[config.mk]
export PLATFORM = sky130hd
export DESIGN_NAME = uart_modem_ctl
export DESIGN_NICKNAME = d
export VERILOG_FILES = /design/src/rtl/uart_mcr_pkg.sv /design/src/rtl/mcr_rst_sync.sv /design/src/rtl/mcr_reg.sv /design/src/rtl/mcr_lb_route.sv /design/src/rtl/mcr_irq_gate.sv /design/src/rtl/uart_modem_ctl.sv
export SDC_FILE = /design/constraint.sdc
export NUM_CORES = 1
export LEC_CHECK = 0
export CELL_PAD_IN_SITES_DETAIL_PLACEMENT = 1
export CELL_PAD_IN_SITES_GLOBAL_PLACEMENT = 2
export CORE_ASPECT_RATIO = 1.5
export CORE_UTILIZATION = 14
export DETAILED_ROUTE_END_ITERATION = 10
export PLACE_DENSITY_LB_ADDON = 0.15
export REMOVE_ABC_BUFFERS = 1
export SKIP_CTS_REPAIR_TIMING = 1
export SYNTH_ARGS = -nofsm -noshare
export SYNTH_HDL_FRONTEND = slang
export SYNTH_SLANG_ARGS = --single-unit
[constraint.sdc]
create_clock -name clk -period 1.33 [get_ports clk]
set_input_delay 0.266 -clock clk [delete_from_list [all_inputs] [get_ports clk]]
set_output_delay 0.266 -clock clk [all_outputs]
set_load 0.01 [all_outputs]
[src/rtl/uart_mcr_pkg.sv]
package uart_mcr_pkg;

  localparam int MCR_BITS = 5;
  localparam int MS_LINES = 4;

  // Stored control bits, MSB first: loop, irq enable, spare, rts, dtr
  typedef struct packed {
    logic loop;
    logic irq_en;
    logic spare;
    logic rts;
    logic dtr;
  } mcr_t;

  // Modem status line order
  typedef enum int {MS_CTS = 0, MS_DSR = 1, MS_RI = 2, MS_DCD = 3} ms_line_e;

  // Which control bit feeds a status line in loopback
  function automatic int lb_src(input int line);
    case (line)
      MS_CTS:  lb_src = 1;
      MS_DSR:  lb_src = 0;
      MS_RI:   lb_src = 2;
      default: lb_src = 3;
    endcase
  endfunction

endpackage

[src/rtl/mcr_rst_sync.sv]
module mcr_rst_sync #(
  parameter int STAGES = 2
) (
  input  logic clk,
  input  logic rst_n,
  output logic rst_n_sync
);
  logic [STAGES-1:0] chain_q;
  logic [STAGES-1:0] chain_d;

  always_comb chain_d = {chain_q[STAGES-2:0], 1'b1};

  always_ff @(posedge clk or negedge rst_n) begin
    if (!rst_n) chain_q <= '0;
    else        chain_q <= chain_d;
  end

  assign rst_n_sync = chain_q[STAGES-1];
endmodule

[src/rtl/mcr_reg.sv]
module mcr_reg
  import uart_mcr_pkg::*;
#(
  parameter int DW = 8
) (
  input  logic          clk,
  input  logic          rst_n,
  input  logic          wr,
  input  logic [DW-1:0] wdata,
  output mcr_t          mcr,
  output logic [DW-1:0] rdata
);
  localparam int PAD_W = DW - MCR_BITS;

  mcr_t mcr_q;
  mcr_t mcr_d;
  logic mcr_en;

  always_comb begin
    mcr_en = wr;
    mcr_d  = mcr_t'(wdata[MCR_BITS-1:0]);
  end

  always_ff @(posedge clk or negedge rst_n) begin
    if (!rst_n)      mcr_q <= '0;
    else if (mcr_en) mcr_q <= mcr_d;
  end

  assign mcr   = mcr_q;
  assign rdata = {{PAD_W{1'b0}}, mcr_q};


  wr_readback_chk: assert property (@(posedge clk) disable iff (!rst_n)
    wr |=> rdata == {{PAD_W{1'b0}}, $past(wdata[MCR_BITS-1:0])});


  no_wr_hold_chk: assert property (@(posedge clk) disable iff (!rst_n)
    !wr |=> $stable(rdata));
endmodule

[src/rtl/mcr_lb_route.sv]
module mcr_lb_route
  import uart_mcr_pkg::*;
(
  input  mcr_t                mcr,
  input  logic                tx_shift_out,
  output logic                rx_shift_in,
  input  logic                ser_in,
  output logic                ser_out,
  output logic                dtr_n,
  output logic                rts_n,
  input  logic [MS_LINES-1:0] ext_ms_n,
  output logic [MS_LINES-1:0] ms_n
);
  always_comb begin
    if (mcr.loop) begin
      ser_out     = 1'b1;
      rx_shift_in = tx_shift_out;
      dtr_n       = 1'b1;
      rts_n       = 1'b1;
    end else begin
      ser_out     = tx_shift_out;
      rx_shift_in = ser_in;
      dtr_n       = ~mcr.dtr;
      rts_n       = ~mcr.rts;
    end
  end

  for (genvar i = 0; i < MS_LINES; i++) begin : g_ms
    localparam int SRC = lb_src(i);
    assign ms_n[i] = mcr.loop ? ~mcr[SRC] : ext_ms_n[i];
  end
endmodule

[src/rtl/mcr_irq_gate.sv]
module mcr_irq_gate (
  input  logic irq_en,
  input  logic irq_req,
  output logic irq_o,
  output logic irq_oe
);
  assign irq_oe = irq_en;
  assign irq_o  = irq_en & irq_req;
endmodule

[src/rtl/uart_modem_ctl.sv]
module uart_modem_ctl
  import uart_mcr_pkg::*;
#(
  parameter int DW = 8
) (
  input  logic          clk,
  input  logic          rst_n,
  input  logic          reg_wr,
  input  logic [DW-1:0] reg_wdata,
  output logic [DW-1:0] reg_rdata,
  input  logic          tx_shift_out,
  output logic          rx_shift_in,
  input  logic          ser_in,
  output logic          ser_out,
  output logic          dtr_n,
  output logic          rts_n,
  input  logic [3:0]    ext_ms_n,
  output logic [3:0]    ms_n,
  input  logic          irq_req,
  output logic          irq_o,
  output logic          irq_oe
);
  logic rst_n_s;
  mcr_t mcr;

  mcr_rst_sync #(.STAGES(2)) u_rst (
    .clk(clk), .rst_n(rst_n), .rst_n_sync(rst_n_s)
  );

  mcr_reg #(.DW(DW)) u_reg (
    .clk(clk), .rst_n(rst_n_s), .wr(reg_wr), .wdata(reg_wdata),
    .mcr(mcr), .rdata(reg_rdata)
  );

  mcr_lb_route u_route (
    .mcr(mcr), .tx_shift_out(tx_shift_out), .rx_shift_in(rx_shift_in),
    .ser_in(ser_in), .ser_out(ser_out), .dtr_n(dtr_n), .rts_n(rts_n),
    .ext_ms_n(ext_ms_n), .ms_n(ms_n)
  );

  mcr_irq_gate u_irq (
    .irq_en(mcr.irq_en), .irq_req(irq_req), .irq_o(irq_o), .irq_oe(irq_oe)
  );


  lb_mark_chk: assert property (@(posedge clk) disable iff (!rst_n_s)
    reg_wr && reg_wdata[4] |=> ser_out);


  lb_pins_idle_chk: assert property (@(posedge clk) disable iff (!rst_n_s)
    reg_wr && reg_wdata[4] |=> dtr_n && rts_n);


  lb_status_map_chk: assert property (@(posedge clk) disable iff (!rst_n_s)
    reg_wr && reg_wdata[4] |=>
      ms_n == ~{$past(reg_wdata[3]), $past(reg_wdata[2]),
                $past(reg_wdata[0]), $past(reg_wdata[1])});


  irq_release_chk: assert property (@(posedge clk) disable iff (!rst_n_s)
    reg_wr && !reg_wdata[3] |=> !irq_oe && !irq_o);


  norm_pins_chk: assert property (@(posedge clk) disable iff (!rst_n_s)
    reg_wr && !reg_wdata[4] |=>
      dtr_n == !$past(reg_wdata[0]) && rts_n == !$past(reg_wdata[1]));
endmodule

==> impl_metrics.env, run 1 <==
export IMPL_setup_viol=9
export IMPL_regArea_um2=178
export IMPL_critPathLaunchType="flip-flop"
export IMPL_multiInputGateArea_um2=166
export IMPL_yosysSeqAreaShare_pct=46.7
export IMPL_synth_edf_count=0
export IMPL_grt_pass1_vias=341
export IMPL_synth_top_cells_by_count="7 x dfrtp_1, 5 x mux2_2, 4 x buf_4, 4 x inv_1, 4 x mux2i_1"
export IMPL_skew_ns=0.00412
export IMPL_nNetsFinal=92
export IMPL_synth_area_per_cell_um2=11.7
export IMPL_powerDensity_mw_per_mm2=883
export IMPL_routed_via_density=3.37
export IMPL_rows=22
export IMPL_place_congestion=0.639
export IMPL_synth_distinct_cells=11
export IMPL_ios=36
export IMPL_cts_buffer_depth=2
export IMPL_coreArea_mm2=0.00250
export IMPL_synth_warnings=0
export IMPL_dp_hpwl_um=754
export IMPL_fmax_mhz=663
export IMPL_final_cells=109
export IMPL_die_y_um=65.4
export IMPL_cts_tree="built"
export IMPL_crit_fanout=4
export IMPL_fp_dieW_um=44.3
export IMPL_fin_ws_ns=-0.178
export IMPL_dp_slack_ns=-0.370
export IMPL_diodes=0
export IMPL_syn_instance_count=32
export IMPL_hp_class="flip-flop to async pin"
export IMPL_yosysTopAreaCellShare_pct=46.7
export IMPL_endpoint_kind="output pin"
export IMPL_largest_register_ffs=5
export IMPL_synth_seq_cells=7
export IMPL_cts_buffers=3
export IMPL_period_share_pct=113
export IMPL_vias=367
export IMPL_track_usage_pct=7.08
export IMPL_arrival_ns=1.24
export IMPL_drt_initial_drc_count=2
export IMPL_fillerInstances=294
export IMPL_synthFlopType="dfrtp_1"
export IMPL_path_clk_slew_ns=0.05
export IMPL_period_minus_slack_ns=1.51
export IMPL_drt_wl_total_um=1090
export IMPL_antenna_found_initial=0
export IMPL_post_synth_top_count_cell="dfrtp_1"
export IMPL_p_leak_nw=0.434
export IMPL_cp_data_required_time_ns=1.06
export IMPL_grt_max_degree=11
export IMPL_criticalPathCategory="flip-flop to output pin"
export IMPL_grt_overflow=0
export IMPL_status="finished with violations"
export IMPL_insertion_delay_ns=0.25
export IMPL_dpl_cell_count=96
export IMPL_hold_viol=0
export IMPL_yosys_area_top_type="dfrtp_1"
export IMPL_cap_viol_max_count=0
export IMPL_holdWs_ns=0.0737
export IMPL_drive_gt1_share_pct=45.2
export IMPL_cts_max_level=1
export IMPL_netlist_top_cells_area="dfrtp_1 47%, mux2_2 15%, mux2i_1 11%, buf_4 8.0%, inv_1 4.0%"
export IMPL_violations="negative setup slack"
export IMPL_ir_worst_vdd_uv=485
export IMPL_post_route_drc_count=0
export IMPL_initial_core_util_pct=15.0
export IMPL_total_power_mw=0.713
export IMPL_rsz0062_at_grt="yes"
export IMPL_postSynth_asyncResetShare_pct=100
export IMPL_die_area_mm2=0.00290
export IMPL_final_antenna_net_count=0
export IMPL_dr_pass1_iters=2
export IMPL_grt_first_pass_wirelength_um=1500
export IMPL_wl_per_cell_um=10.0
export IMPL_syn_area_um2=375
export IMPL_clockRootBuffer="clkbuf_4"
export IMPL_clock_sinks=7
export IMPL_slew_violations=0
export IMPL_layout_area_overhead_vs_synth_pct=115
export IMPL_port_buffers=29
## metal layers
metal,global-route usage [%],wire length [um]
met4,4.55,17
met2,12.5,600
met1,6.78,381
met5,0,0
met3,2.20,93
## cell usage in the layout (no fill, tap or decap), drive strengths merged
master / Yosys / final
mux2: 6 / 6
dfrtp: 7 / 7
clkdlybuf4s50: 0 / 14
mux2i: 4 / 4
clkbuf: 0 / 5
or2: 1 / 1
inv: 4 / 4
nand2b: 2 / 2
dlymetal6s2s: 0 / 6
and2: 1 / 1
conb: 2 / 4
buf: 5 / 19
## where the power goes
group,internal (mW),switching (mW)
registers,0.233,0.0215
logic,0.178,0.0895
clock network,0.114,0.0764
## worst max-delay path: stages (launching register included)
cell and delay, ns:
dfrtp_2 0.43, buf_4 0.15, mux2_4 0.29, buf_6 0.12
## final cells by class
cell class	instances	share of cell area, %
Clock buffer	4	3.26
Inverter	4	1.86
Multi-Input combinational cell	18	20.6
Sequential cell	7	22.0
Tap cell	36	5.58
Timing Repair Buffer	40	46.7
## cell families after synthesis
logic type / share of synthesized area [%]
muxes: 29.7
buffers and inverters: 15.0
DFF: 46.7
and+or+nand+nor: 6.67
other: 2.00
## through the flow
step | setup TNS, ns | cell area [um2] | util [%]
3_3_place_gp | -3.16 | 692 | 27.6
3_5_place_dp | -3.26 | 692 | 27.6
5_1_grt | -1.40 | 807 | 32.2
4_1_cts | -6.19 | 718 | 28.7
2_1_floorplan | 0 | 342 | -
6_report | -0.862 | 807 | 32.2
## path summary, 6_finish.rpt
path | start | to | slack, ns | cells past startpoint
setup / recovery | u_reg.mcr[4]$_DFFE_PN0P_ | rx_shift_in | -0.18 | 3
hold / removal | u_rst.chain_q[1]$_DFF_PN0_ | u_reg.mcr[4]$_DFFE_PN0P_ | 0.07 | 0
setup reg to reg | u_reg.mcr[4]$_DFFE_PN0P_ | u_reg.mcr[4]$_DFFE_PN0P_ | 0.41 | 2
hold reg to reg | u_rst.chain_q[1]$_DFF_PN0_ | u_reg.mcr[4]$_DFFE_PN0P_ | 0.07 | 0
max in group asynchronous | rst_n | u_rst.chain_q[1]$_DFF_PN0_ | 1.04 | 1
min in group clk | u_rst.chain_q[0]$_DFF_PN0_ | u_rst.chain_q[1]$_DFF_PN0_ | 0.35 | 0
(Power assumes the default switching activity.)
==> run 2, diff against run 1 <==
--- a/config.mk
+++ b/config.mk
@@ -10,7 +10,7 @@
 export CORE_ASPECT_RATIO = 1.5
 export CORE_UTILIZATION = 14
 export DETAILED_ROUTE_END_ITERATION = 10
-export PLACE_DENSITY_LB_ADDON = 0.15
+export PLACE_DENSITY_LB_ADDON = 0.1
 export REMOVE_ABC_BUFFERS = 1
 export SKIP_CTS_REPAIR_TIMING = 1
 export SYNTH_ARGS = -nofsm -noshare
==> impl_metrics.env, run 2 (same netlist as run 1, synthesis figures left out) <==
export IMPL_ios=36
export IMPL_cts_buffers=3
export IMPL_clockRootBuffer="clkbuf_4"
export IMPL_hp_class="flip-flop to async pin"
export IMPL_slowest_stage="dfrtp_2"
export IMPL_vias=363
export IMPL_initial_core_util_pct=15.0
export IMPL_cts_buffer_depth=2
export IMPL_powerDensity_mw_per_mm2=883
export IMPL_arrival_ns=1.26
export IMPL_p_leak_nw=0.436
export IMPL_wl_per_cell_um=9.71
export IMPL_reg2reg_depth=2
export IMPL_insertion_delay_ns=0.25
export IMPL_routed_via_density=3.36
export IMPL_die_y_um=65.4
export IMPL_path_delay_family="flip-flops"
export IMPL_crit_fanout=5
export IMPL_total_power_mw=0.692
export IMPL_die_area_mm2=0.00290
export IMPL_mostFrequentLayoutCells="14 x clkdlybuf4s50_1, 7 x dlymetal6s2s_1, 7 x buf_4"
export IMPL_rows=22
export IMPL_hold_viol=0
export IMPL_cts_max_level=1
export IMPL_fin_ws_ns=-0.193
export IMPL_coreArea_mm2=0.00250
export IMPL_path_common_cell="buf_6"
export IMPL_path_clk_slew_ns=0.06
export IMPL_critPathLaunchType="flip-flop"
export IMPL_slew_violations=0
export IMPL_period_minus_slack_ns=1.52
export IMPL_endpoint_kind="output pin"
export IMPL_final_cell_area_um2=783
export IMPL_period_share_pct=115
export IMPL_final_antenna_net_count=0
export IMPL_drive_gt1_share_pct=41.7
export IMPL_ir_worst_vdd_uv=469
export IMPL_cp_data_required_time_ns=1.06
export IMPL_cts_tree="built"
export IMPL_antenna_found_initial=0
export IMPL_drt_initial_drc_count=4
export IMPL_dp_slack_ns=-0.384
export IMPL_place_congestion=0.546
export IMPL_status="finished with violations"
export IMPL_largest_register_ffs=5
export IMPL_dpl_cell_area_um2=692
export IMPL_r2r_slack_ns=0.40
export IMPL_crit_chain="buf_6, buf_6, buf_6, nand2b_4, buf_6"
export IMPL_criticalPathCategory="flip-flop to output pin"
export IMPL_post_route_drc_count=0
export IMPL_dp_hpwl_um=764
export IMPL_nNetsFinal=91
export IMPL_clock_sinks=7
export IMPL_dr_pass1_iters=2
export IMPL_final_util_pct=31.3
export IMPL_grt_first_pass_wirelength_um=1440
export IMPL_skew_ns=0.00687
export IMPL_drt_wl_total_um=1050
export IMPL_fmax_mhz=657
export IMPL_layout_area_overhead_vs_synth_pct=109
export IMPL_track_usage_pct=6.87
export IMPL_setup_viol=7
export IMPL_slowest_delay_ns=0.44
export IMPL_rsz0062_at_grt="yes"
export IMPL_fp_dieW_um=44.3
export IMPL_rr_endpoint="u_reg.mcr[4]$_DFFE_PN0P_"
export IMPL_violations="negative setup slack"
export IMPL_grt_max_degree=11
export IMPL_port_buffers=29
export IMPL_r2r_start="u_reg.mcr[4]$_DFFE_PN0P_"
export IMPL_layout_cells_most_common="clkdlybuf4s50_1"
export IMPL_fillerInstances=283
export IMPL_cap_viol_max_count=0
export IMPL_diodes=0
export IMPL_grt_overflow=0
export IMPL_crit_buf_inv=4
export IMPL_grt_pass1_vias=294
[run 2: stage by stage]
stage               TNS, ns  hold slack, ns  std cells
floorplan                 0         -0.0296         29
CTS                   -6.13           0.102        100
global placement      -3.33          0.0934         96
finish               -0.802          0.0836        108
global route          -1.18           0.115        108
detailed placement    -3.35          0.0956         96
[run 2: worst max path at each step]
| stage | startpoint | end | slack (ns) | cells after the start |
|---|---|---|---|---|
| after floorplan | u_reg.mcr[4]$_DFFE_PN0P_ | rx_shift_in | 0.18 | 1 |
| after global routing | u_reg.mcr[4]$_DFFE_PN0P_ | ms_n[0] | -0.26 | 4 |
| after CTS | u_reg.mcr[4]$_DFFE_PN0P_ | rx_shift_in | -0.61 | 2 |
| final | u_reg.mcr[4]$_DFFE_PN0P_ | rts_n | -0.19 | 5 |
| after detailed placement | ext_ms_n[2] | ms_n[2] | -0.38 | 4 |
| after global placement | ext_ms_n[2] | ms_n[2] | -0.37 | 4 |
[run 2: final cells by class]
| cell class | count | area (um2) | share of cell area [%] |
|---|---|---|---|
| timing repair buffer | 39 | 360 | 46.0 |
| sequential | 7 | 176 | 22.5 |
| multi-input combinational | 18 | 159 | 20.3 |
| tap | 36 | 45.0 | 5.75 |
| clock buffer | 3 | 22.5 | 2.88 |
| inverter | 4 | 15.0 | 1.92 |
| clock inverter | 1 | 5.00 | 0.639 |
[run 2: power by group]
part	total [mW]	internal, mW	switching [mW]
clock	0.192	0.110	0.0817
sequential	0.253	0.232	0.0211
combinational	0.247	0.163	0.0836
[run 2: routing by layer]
metal | share of wire [%] | wire length [um] | global-route usage [%]
met3 | 9.8 | 103 | 1.65
met2 | 52 | 546 | 10.7
met4 | 0.86 | 9 | 4.55
met1 | 37 | 390 | 8.15
met5 | 0 | 0 | 0
[run 2: worst reg2reg max path, stage by stage, from the launching register on]
cell     delay, ns
dfrtp_2       0.44
buf_6         0.13
mux2_2        0.25
==> run 3, diff against run 2 <==
--- a/config.mk
+++ b/config.mk
@@ -5,10 +5,11 @@
 export SDC_FILE = /design/constraint.sdc
 export NUM_CORES = 1
 export LEC_CHECK = 0
+export ABC_AREA = 1
+export CAP_MARGIN = 20
 export CELL_PAD_IN_SITES_DETAIL_PLACEMENT = 1
 export CELL_PAD_IN_SITES_GLOBAL_PLACEMENT = 2
-export CORE_ASPECT_RATIO = 1.5
-export CORE_UTILIZATION = 14
+export CORE_UTILIZATION = 12
 export DETAILED_ROUTE_END_ITERATION = 10
 export PLACE_DENSITY_LB_ADDON = 0.1
 export REMOVE_ABC_BUFFERS = 1
==> impl_metrics.env, run 3 <==
export IMPL_layout_cells_most_common="nand2_1"
export IMPL_synth_area_per_cell_um2=6.80
export IMPL_yosysTopAreaCellShare_pct=46.8
export IMPL_ir_worst_vdd_uv=264
export IMPL_diodes=0
export IMPL_ios=36
export IMPL_cts_buffers=3
export IMPL_clock_sinks=7
export IMPL_drt_wl_total_um=1100
export IMPL_die_y_um=57.8
export IMPL_arrival_ns=1.24
export IMPL_holdWs_ns=0.0765
export IMPL_synth_warnings=0
export IMPL_dpl_cell_count=120
export IMPL_synth_distinct_cells=8
export IMPL_netlist_top_cells_area="dfrtp_1 47%, nand2_1 33%, buf_4 8.0%, inv_1 6.0%, conb_1 2.0%"
export IMPL_grt_max_degree=8
export IMPL_sw_frac_of_total_pct=28.2
export IMPL_drt_initial_drc_count=11
export IMPL_yosysSeqAreaShare_pct=46.8
export IMPL_setup_viol=5
export IMPL_grt_overflow=0
export IMPL_coreArea_mm2=0.00285
export IMPL_crit_chain="inv_2, buf_4, buf_6, buf_4, nand2_1, nand2_1, clkbuf_2"
export IMPL_clock_power_share_pct=27.9
export IMPL_wl_per_cell_um=8.33
export IMPL_synthFlopType="dfrtp_1"
export IMPL_path_clk_slew_ns=0.05
export IMPL_grt_first_pass_wirelength_um=1800
export IMPL_place_congestion=0.632
export IMPL_final_antenna_net_count=0
export IMPL_skew_ns=0.00148
export IMPL_insertion_delay_ns=0.25
export IMPL_track_usage_pct=7.00
export IMPL_cts_buffer_depth=2
export IMPL_slowest_delay_ns=0.37
export IMPL_post_synth_top_count_cell="nand2_1"
export IMPL_p_sw_mw=0.196
export IMPL_slowest_stage="dfrtp_1"
export IMPL_port_buffers=29
export IMPL_hold_viol=0
export IMPL_synth_seq_cells=7
export IMPL_violations="design-rule violations, negative setup slack"
export IMPL_p_seq_share_pct=35.0
export IMPL_postSynth_asyncResetShare_pct=100
export IMPL_status="finished with violations"
export IMPL_routed_via_density=3.44
export IMPL_clockRootBuffer="clkbuf_4"
export IMPL_syn_area_um2=374
export IMPL_pwr_share_comb_pct=37.2
export IMPL_layout_area_overhead_vs_synth_pct=122
export IMPL_yosys_area_top_type="dfrtp_1"
export IMPL_critPathLaunchType="flip-flop"
export IMPL_rows=19
export IMPL_synth_edf_count=0
export IMPL_antenna_found_initial=0
export IMPL_hp_class="flip-flop to async pin"
export IMPL_crit_fanout=3
export IMPL_fp_dieW_um=57.8
export IMPL_cts_tree="built"
export IMPL_criticalPathCategory="flip-flop to output pin"
export IMPL_dp_hpwl_um=830
export IMPL_fin_ws_ns=-0.180
export IMPL_dr_pass1_iters=6
export IMPL_nNetsFinal=120
export IMPL_cap_viol_max_count=0
export IMPL_synth_top_cells_by_count="33 x nand2_1, 7 x dfrtp_1, 6 x inv_1, 4 x buf_4, 2 x conb_1"
export IMPL_powerDensity_mw_per_mm2=840
export IMPL_cts_max_level=1
export IMPL_vias=454
export IMPL_grt_pass1_vias=431
export IMPL_die_area_mm2=0.00334
export IMPL_post_route_drc_count=4
export IMPL_largest_register_ffs=5
export IMPL_drive_gt1_share_pct=32.7
export IMPL_endpoint_kind="output pin"
export IMPL_syn_instance_count=55
export IMPL_period_share_pct=114
export IMPL_cp_data_required_time_ns=1.06
export IMPL_period_minus_slack_ns=1.51
export IMPL_fmax_mhz=662
export IMPL_rsz0062_at_grt="yes"
export IMPL_final_cells=132
export IMPL_internal_power_mw=0.501
export IMPL_slew_violations=0
export IMPL_p_leak_nw=0.522
export IMPL_mostFrequentLayoutCells="28 x nand2_1, 14 x clkdlybuf4s50_1, 13 x buf_4"
export IMPL_initial_core_util_pct=13.1
-- run 3: final cells by class --
| class | count | area, um2 |
|---|---|---|
| fillers | 346 | 2020 |
| repair buffers | 45 | 405 |
| flip-flops and latches | 7 | 175 |
| multi-input cells | 38 | 158 |
| well taps | 31 | 38.8 |
| clock buffers | 4 | 26.3 |
| inverters | 7 | 26.3 |
-- run 3: worst max-delay path: cells and delay by family, from the launching register on --
family        cells  cell delay, ns
simple gates      2            0.08
buf+inv           5            0.54
flops             1            0.37
-- run 3: kinds of logic (layout without fill, tap and decap cells) --
| kind of cell | count (synthesis) | after routing | synth area share (%) |
|---|---|---|---|
| buffers and inverters | 12 | 56 | 16.4 |
| DFF | 7 | 7 | 46.8 |
| other | 2 | 4 | 2.01 |
| and+or+nand+nor | 34 | 34 | 34.8 |
-- run 3: path summary, 6_finish.rpt --
path	from	endpoint	slack [ns]	depth (start not counted)
min in group clk	u_rst.chain_q[0]$_DFF_PN0_	u_rst.chain_q[1]$_DFF_PN0_	0.36	0
max	u_reg.mcr[4]$_DFFE_PN0P_	rx_shift_in	-0.18	7
max reg2reg	u_reg.mcr[0]$_DFFE_PN0P_	u_reg.mcr[0]$_DFFE_PN0P_	0.48	4
max in group asynchronous	rst_n	u_rst.chain_q[0]$_DFF_PN0_	1.03	1
min reg2reg	u_rst.chain_q[1]$_DFF_PN0_	u_reg.mcr[0]$_DFFE_PN0P_	0.08	0
min	u_rst.chain_q[1]$_DFF_PN0_	u_reg.mcr[0]$_DFFE_PN0P_	0.08	0
-- run 3: power groups by stage --
stage                     clock network [mW]  registers (mW)  logic [mW]
after floorplan                            0           0.259      0.0622
after global placement                     0           0.250       0.243
after detailed placement                   0           0.250       0.244
after CTS                              0.206           0.246       0.245
after global routing                   0.216           0.246       0.290
final                                  0.194           0.244       0.259
-- run 3: per-stage QoR --
stage / cell area, um2 / power [mW] / setup WS (ns) / setup TNS (ns) / util, %
floorplan: 347 / 0.321 / 0.312 / 0 / -
global placement: 736 / 0.493 / -0.296 / -2.02 / 25.8
detailed placement: 736 / 0.493 / -0.306 / -2.05 / 25.8
CTS: 762 / 0.697 / -0.445 / -4.50 / 26.7
global route: 830 / 0.752 / -0.256 / -0.883 / 29.1
finish: 830 / 0.697 / -0.180 / -0.418 / 29.1
-- run 3: routing by layer --
layer	wire length, um	global-route usage [%]
met5	0	0
met3	116	2.01
met4	24	4.08
met1	459	8.50
met2	499	11.0
